[src/rtl/lin_seq_pkg.sv]
package lin_seq_pkg;

  typedef enum logic [1:0] {
    ACT_PUB = 2'd0,
    ACT_SUB = 2'd1,
    ACT_IGN = 2'd2,
    ACT_RSV = 2'd3
  } lin_act_e;

  typedef enum logic [3:0] {
    S_IDLE, S_CFG1, S_ID, S_BRK, S_SYNC, S_PID,
    S_TXD, S_TXC, S_RXD, S_RXC, S_DONE
  } lin_st_e;

  typedef struct packed {
    lin_act_e act;
    logic     pardis;
    logic     chkdis;
    logic     chktyp;
  } lin_cfg_t;

  function automatic lin_cfg_t cfg_from_byte(input logic [7:0] b);
    lin_cfg_t c;
    c.act    = lin_act_e'(b[1:0]);
    c.pardis = b[2];
    c.chkdis = b[3];
    c.chktyp = b[4];
    return c;
  endfunction

  function automatic logic [7:0] lin_pid(input logic [7:0] idb, input logic pardis);
    logic p0, p1;
    p0 = idb[0] ^ idb[1] ^ idb[2] ^ idb[4];
    p1 = ~(idb[1] ^ idb[3] ^ idb[4] ^ idb[5]);
    return pardis ? idb : {p1, p0, idb[5:0]};
  endfunction

  function automatic logic [7:0] csum_step(input logic [7:0] s, input logic [7:0] b);
    logic [8:0] t;
    t = {1'b0, s} + {1'b0, b};
    return t[7:0] + {7'd0, t[8]};
  endfunction

endpackage

[src/rtl/lin_csum_acc.sv]
module lin_csum_acc
  import lin_seq_pkg::*;
(
  input  logic       clk,
  input  logic       rst_n,
  input  logic       load,
  input  logic [7:0] load_val,
  input  logic       add,
  input  logic [7:0] add_byte,
  output logic [7:0] sum
);
  always_ff @(posedge clk) begin
    if (!rst_n)    sum <= '0;
    else if (load) sum <= load_val;
    else if (add)  sum <= csum_step(sum, add_byte);
  end
endmodule

[src/rtl/lin_rx_hold.sv]
module lin_rx_hold #(
  parameter int W = 8
) (
  input  logic         clk,
  input  logic         rst_n,
  input  logic         push,
  input  logic [W-1:0] push_data,
  output logic         rd_valid,
  input  logic         rd_ready,
  output logic [W-1:0] rd_data
);
  always_ff @(posedge clk) begin
    if (!rst_n) begin
      rd_valid <= 1'b0;
      rd_data  <= '0;
    end else if (push) begin
      rd_valid <= 1'b1;
      rd_data  <= push_data;
    end else if (rd_ready) begin
      rd_valid <= 1'b0;
    end
  end
endmodule

[src/rtl/lin_frame_ctrl.sv]
module lin_frame_ctrl
  import lin_seq_pkg::*;
#(
  parameter int         LEN_W    = 3,
  parameter logic [7:0] SYNC_VAL = 8'h55
) (
  input  logic             clk,
  input  logic             rst_n,
  input  logic             cfg_inband,
  input  logic             start,
  input  lin_cfg_t         st_cfg,
  input  logic [LEN_W-1:0] st_dlc,
  input  logic [7:0]       st_id,
  input  logic             wr_valid,
  output logic             wr_ready,
  input  logic [7:0]       wr_data,
  output logic             bus_valid,
  input  logic             bus_ready,
  output logic             bus_brk,
  output logic [7:0]       bus_data,
  input  logic             bus_rx_valid,
  input  logic [7:0]       bus_rx_data,
  input  logic [7:0]       csum,
  output logic             sum_load,
  output logic [7:0]       sum_init,
  output logic             sum_add,
  output logic [7:0]       sum_byte,
  output logic             rx_push,
  output logic             done,
  output logic             chk_err
);
  lin_st_e          st;
  lin_cfg_t         cfg;
  logic [LEN_W-1:0] dlc, cnt;
  logic [7:0]       idb, pid;
  logic             err_q, last, is_pub;

  assign pid    = lin_pid(idb, cfg.pardis);
  assign last   = (cnt == dlc);
  assign is_pub = (cfg.act == ACT_PUB);

  always_comb begin
    wr_ready  = 1'b0;
    bus_valid = 1'b0;
    bus_brk   = 1'b0;
    bus_data  = 8'h00;
    done      = 1'b0;
    chk_err   = 1'b0;
    case (st)
      S_IDLE:        wr_ready = cfg_inband;
      S_CFG1, S_ID:  wr_ready = 1'b1;
      S_BRK:  begin bus_valid = 1'b1; bus_brk = 1'b1; end
      S_SYNC: begin bus_valid = 1'b1; bus_data = SYNC_VAL; end
      S_PID:  begin bus_valid = 1'b1; bus_data = pid; end
      S_TXD:  begin bus_valid = wr_valid; bus_data = wr_data; wr_ready = bus_ready; end
      S_TXC:  begin bus_valid = 1'b1; bus_data = ~csum; end
      S_DONE: begin done = 1'b1; chk_err = err_q; end
      default: ;
    endcase
  end

  assign sum_load = (st == S_PID) && bus_ready;
  assign sum_init = cfg.chktyp ? pid : 8'h00;
  assign sum_add  = ((st == S_TXD) && wr_valid && bus_ready) ||
                    ((st == S_RXD) && bus_rx_valid);
  assign sum_byte = (st == S_TXD) ? wr_data : bus_rx_data;
  assign rx_push  = (st == S_RXD) && bus_rx_valid && (cfg.act == ACT_SUB);

  always_ff @(posedge clk) begin
    if (!rst_n) begin
      st    <= S_IDLE;
      cfg   <= '0;
      dlc   <= '0;
      cnt   <= '0;
      idb   <= '0;
      err_q <= 1'b0;
    end else begin
      case (st)
        S_IDLE: begin
          err_q <= 1'b0;
          cnt   <= '0;
          if (cfg_inband && wr_valid) begin
            cfg <= cfg_from_byte(wr_data);
            st  <= S_CFG1;
          end else if (!cfg_inband && start) begin
            cfg <= st_cfg;
            dlc <= st_dlc;
            idb <= st_id;
            st  <= S_BRK;
          end
        end
        S_CFG1: if (wr_valid) begin
          dlc <= wr_data[LEN_W-1:0];
          idb <= st_id;
          st  <= is_pub ? S_ID : S_BRK;
        end
        S_ID: if (wr_valid) begin
          idb <= wr_data;
          st  <= S_BRK;
        end
        S_BRK:  if (bus_ready) st <= S_SYNC;
        S_SYNC: if (bus_ready) st <= S_PID;
        S_PID:  if (bus_ready) st <= is_pub ? S_TXD : S_RXD;
        S_TXD: if (wr_valid && bus_ready) begin
          cnt <= cnt + 1'b1;
          if (last) st <= cfg.chkdis ? S_DONE : S_TXC;
        end
        S_TXC: if (bus_ready) st <= S_DONE;
        S_RXD: if (bus_rx_valid) begin
          cnt <= cnt + 1'b1;
          if (last) st <= cfg.chkdis ? S_DONE : S_RXC;
        end
        S_RXC: if (bus_rx_valid) begin
          err_q <= (bus_rx_data != ~csum);
          st    <= S_DONE;
        end
        S_DONE:  st <= S_IDLE;
        default: st <= S_IDLE;
      endcase
    end
  end
endmodule

[src/rtl/lin_frame_seq.sv]
module lin_frame_seq
  import lin_seq_pkg::*;
#(
  parameter int         MAX_BYTES = 8,
  parameter logic [7:0] SYNC_VAL  = 8'h55,
  localparam int        LEN_W     = $clog2(MAX_BYTES)
) (
  input  logic             clk,
  input  logic             rst_n,
  input  logic             cfg_inband,
  input  logic             start,
  input  logic [1:0]       st_act,
  input  logic             st_pardis,
  input  logic             st_chkdis,
  input  logic             st_chktyp,
  input  logic [LEN_W-1:0] st_dlc,
  input  logic [7:0]       st_id,
  input  logic             wr_valid,
  output logic             wr_ready,
  input  logic [7:0]       wr_data,
  output logic             rd_valid,
  input  logic             rd_ready,
  output logic [7:0]       rd_data,
  output logic             bus_valid,
  input  logic             bus_ready,
  output logic             bus_brk,
  output logic [7:0]       bus_data,
  input  logic             bus_rx_valid,
  input  logic [7:0]       bus_rx_data,
  output logic             done,
  output logic             chk_err
);
  lin_cfg_t   st_cfg;
  logic [7:0] csum, sum_init, sum_byte;
  logic       sum_load, sum_add, rx_push;

  assign st_cfg.act    = lin_act_e'(st_act);
  assign st_cfg.pardis = st_pardis;
  assign st_cfg.chkdis = st_chkdis;
  assign st_cfg.chktyp = st_chktyp;

  lin_frame_ctrl #(.LEN_W(LEN_W), .SYNC_VAL(SYNC_VAL)) u_ctrl (
    .clk(clk), .rst_n(rst_n), .cfg_inband(cfg_inband), .start(start),
    .st_cfg(st_cfg), .st_dlc(st_dlc), .st_id(st_id),
    .wr_valid(wr_valid), .wr_ready(wr_ready), .wr_data(wr_data),
    .bus_valid(bus_valid), .bus_ready(bus_ready), .bus_brk(bus_brk), .bus_data(bus_data),
    .bus_rx_valid(bus_rx_valid), .bus_rx_data(bus_rx_data),
    .csum(csum), .sum_load(sum_load), .sum_init(sum_init),
    .sum_add(sum_add), .sum_byte(sum_byte), .rx_push(rx_push),
    .done(done), .chk_err(chk_err)
  );

  lin_csum_acc u_csum (
    .clk(clk), .rst_n(rst_n), .load(sum_load), .load_val(sum_init),
    .add(sum_add), .add_byte(sum_byte), .sum(csum)
  );

  lin_rx_hold #(.W(8)) u_hold (
    .clk(clk), .rst_n(rst_n), .push(rx_push), .push_data(bus_rx_data),
    .rd_valid(rd_valid), .rd_ready(rd_ready), .rd_data(rd_data)
  );
endmodule

[config.mk]
export PLATFORM = sky130hd
export DESIGN_NAME = lin_frame_seq
export DESIGN_NICKNAME = d
export VERILOG_FILES = /design/src/rtl/lin_seq_pkg.sv /design/src/rtl/lin_csum_acc.sv /design/src/rtl/lin_rx_hold.sv /design/src/rtl/lin_frame_ctrl.sv /design/src/rtl/lin_frame_seq.sv
export SDC_FILE = /design/constraint.sdc
export NUM_CORES = 1
export LEC_CHECK = 0
export BUFFER_PORTS_ARGS = -buffer_cell sky130_fd_sc_hd__buf_2
export CAP_MARGIN = 20
export CORE_ASPECT_RATIO = 1.4
export CORE_MARGIN = 5
export CORE_UTILIZATION = 51
export CTS_CLUSTER_DIAMETER = 120
export DETAILED_ROUTE_END_ITERATION = 6
export PLACE_DENSITY = 0.74
export SLEW_MARGIN = 20
export SYNTH_ARGS = -nofsm -noshare
export SYNTH_HDL_FRONTEND = slang
export SYNTH_HIERARCHICAL = 1
export SYNTH_SLANG_ARGS = --single-unit
[constraint.sdc]
create_clock -name clk -period 3.6 [get_ports clk]
set_input_delay 0.18 -clock clk [delete_from_list [all_inputs] [get_ports clk]]
set_output_delay 0.18 -clock clk [all_outputs]
set_load 0.05 [all_outputs]
==> impl_metrics.toml <==
[final_layout]
synthToLayoutAreaGrowth_pct = 15.2
stdcell_count = 540
drive_gt1_share_pct = 23.1
fillerInstances = 570
finalNetCount = 519
n_antenna_cell = 0
post-route-util_pct = 60.1
layout_common_cells = "buf_2 (61), dfxtp_1 (41), nand2_1 (40)"
mostFrequentLayoutCell = "buf_2"

[clocking]
clock_latency_ps = 300
clock_path_buffers = 2
cts_num_sinks = 41
clk_pin_slew_ps = 80
cts_max_level = 2
root_buffer = "clkbuf_8"
cts_tree = "yes"
numCtsBuffers = 5

[sta]
finalHoldViolCount = 0
maxSlewHeadroom_pct = 33.6
fmax_mhz = 287
worst_slack_ps = 111
fin_crit_sh_pct = 96.9
hold_ws_ps = 188
setup_viol_count_final = 0
fin_crit_ps = 3490
finalMaxSlewViolations = 0
skew_ps = 9.66
worst_slew_pin_slew_ps = 993

[worst_setup_path]
rrSetupSlack_ps = 110
end_kind = "flip-flop"
cp.arrival_ps = 3720
worstSetupPathType = "flip-flop to flip-flop"
timing.rr.end = "u_csum/sum[3]"
worstPathMaxFanout = 4
reg2reg_depth = 15
cp_cell_sequence = "nand2b_2, nor2_4, mux2_4, ha_2, fa_2, a211oi_2, or2_1, a21oi_1, o21ai_1, nand2b_1, ha_2, and3_1, or3_1, a311o_1, a21oi_1"
slowest_delay_ps = 380
startpoint_type = "flip-flop"
slowest_stage = "a311o_1"
timing.rr.start = "u_ctrl/st[0]"
worst_ep_required_time_ps = 3830

[detailed_routing]
wirelength_mm = 9.36
ant_nets = 0
drtIter0Drc = 214
post_drt_wl_per_cell_um = 17.3
firstDrtPassIters = 5
drc = 0
vias_per_cell = 5.90
dr_total_vias = 3188

[min_path]
holdCritStartpoint = "rd_ready"
worstHoldPathCells = 3
hp-class = "input port to flip-flop"
hold_end = "u_hold/rd_valid"

[synthesis]
synth-seq-cells = 41
synth_area_per_cell_um2 = 7.90
synth_edf_count = 0
synth_cell_types = 64
synth_warnings = 6
syn-cell-area_um2 = 3240
syn_inst = 410
ys.flop_type = "dfxtp_1"
synthArstFlopShare_pct = 0
seq_area_frac_synth_pct = 25.3
syn-num-nets = 462

[place]
hpwl_mm = 7.12
portBuffers = 61
dp_cells = 531
preCtsSetupSlack_ps = 68.9
routabilityCongestion = 0.910

[grt]
grt_max_degree = 41
grt_overflow_total = 0
grt_first_pass_wirelength_mm = 14.8
grt_antenna_before_repair = 0
grt_use_total_pct = 22.6
grt_pass1_vias = 2917

[floorplanning]
dieHeight_um = 104
core_um2 = 6210
die_area_um2 = 8070
num_rows = 34
start_util_pct = 52.2
ios = 62
die_w_um = 77.4

[flow_run]
cap_viol_max_count = 0

[status]
status = "finished clean"

[power_and_ir_drop]
p_leak_nw = 1.69
peakVddDrop_mv = 0.266
p_per_area_nw_per_um2 = 547
cell families (layout without fill, tap and decap cells):
kind of cell	Yosys count	in the layout	synth area share (%)
adder cells (fa/ha/maj)	12	12	4.87
AND/OR/NAND/NOR	167	167	26.1
buffers and inverters	32	90	5.64
multiplexers	18	18	5.83
XOR/XNOR	23	23	6.22
flip-flops	41	41	25.3
AO/OA/AOI/OAI	117	117	26.0
registers in the layout, summed over array words and instances, names as in the netlist:
name and count:
u_csum/sum 8, u_ctrl/idb 8, u_hold/rd_data 8, u_ctrl/cfg 5
u_ctrl/st 4, u_ctrl/cnt 3, u_ctrl/dlc 3, u_ctrl/err_q 1
u_hold/rd_valid 1
metrics by stage:
stage	instance area (um^2)	power [mW]	setup TNS [ps]
after floorplan	3260	1.44	0
after global placement	3590	1.63	0
after global routing	3730	2.18	-8.24
final	3730	2.04	0
after CTS	3710	2.03	0
after detailed placement	3590	1.65	0
area by class of cell:
cell class | count | area [um^2] | share of cell area, %
well taps | 72 | 90.1 | 2.41
repair buffers | 74 | 403 | 10.8
clock inverters | 1 | 30.0 | 0.805
clock buffers | 7 | 86.3 | 2.31
multi-input cells | 337 | 2270 | 60.9
inverters | 8 | 30.0 | 0.805
flip-flops and latches | 41 | 821 | 22.0
report_power, final:
part           internal, mW  switching (mW)
registers             0.540          0.0910
clock network         0.226           0.160
logic                 0.375           0.648
metal layers:
metal | routed length, um | GRT usage [%] | up-vias
met2 | 5000 | 39.7 | 84
met5 | 0 | 0 | -
met4 | 273 | 9.58 | 0
li1 | - | - | 1589
met3 | 442 | 3.21 | 20
met1 | 3640 | 26.8 | 1495
critical path, delay by kind of cell (launching register included):
family	cells	cell delay [ps]
compound gates	5	910
simple gates	6	1110
mux	1	320
flops	1	310
fa+ha+maj	3	770
what timing repair did:
action / CTS / global route
endpoints found under the hold margin: 0 / 0
resized for setup: 0 / 4
hold buffers: 0 / 0
endpoints found under the setup margin: 0 / 2
buffers inserted: 0 / 1
cells in the mapped netlist (5+ instances only):
cell type | number | area share, %
and2_1 | 9 | 1.7
mux2_2 | 7 | 2.4
nor3b_1 | 6 | 1.4
nor2_1 | 39 | 4.5
nand3_1 | 27 | 4.2
o21ai_0 | 31 | 4.8
nand2_1 | 40 | 4.6
a22oi_1 | 5 | 1.2
xnor2_1 | 9 | 2.4
inv_1 | 8 | 0.93
o211a_1 | 17 | 5.3
a21oi_1 | 20 | 3.1
nor2b_1 | 12 | 2.3
nand2b_1 | 7 | 1.4
buf_2 | 7 | 1.1
ha_1 | 11 | 4.2
clkbuf_1 | 10 | 1.2
o211ai_1 | 5 | 1.2
xor2_1 | 14 | 3.8
dfxtp_1 | 41 | 25
mux2i_1 | 11 | 3.4
worst max-delay path by stage:
stage / startpoint / endpoint / slack, ps / cells after the start
2_1_floorplan: u_ctrl/st[3] / u_csum/sum[3] / 20 / 16
3_3_place_gp: u_ctrl/st[0] / u_csum/sum[3] / 130 / 15
3_5_place_dp: u_ctrl/st[0] / u_csum/sum[3] / 70 / 15
4_1_cts: u_ctrl/st[0] / u_csum/sum[3] / 50 / 15
5_1_grt: u_ctrl/st[0] / u_csum/sum[3] / -8 / 15
6_report: u_ctrl/st[0] / u_csum/sum[3] / 110 / 15
No activity file was read; power rests on OpenSTA's default activity.
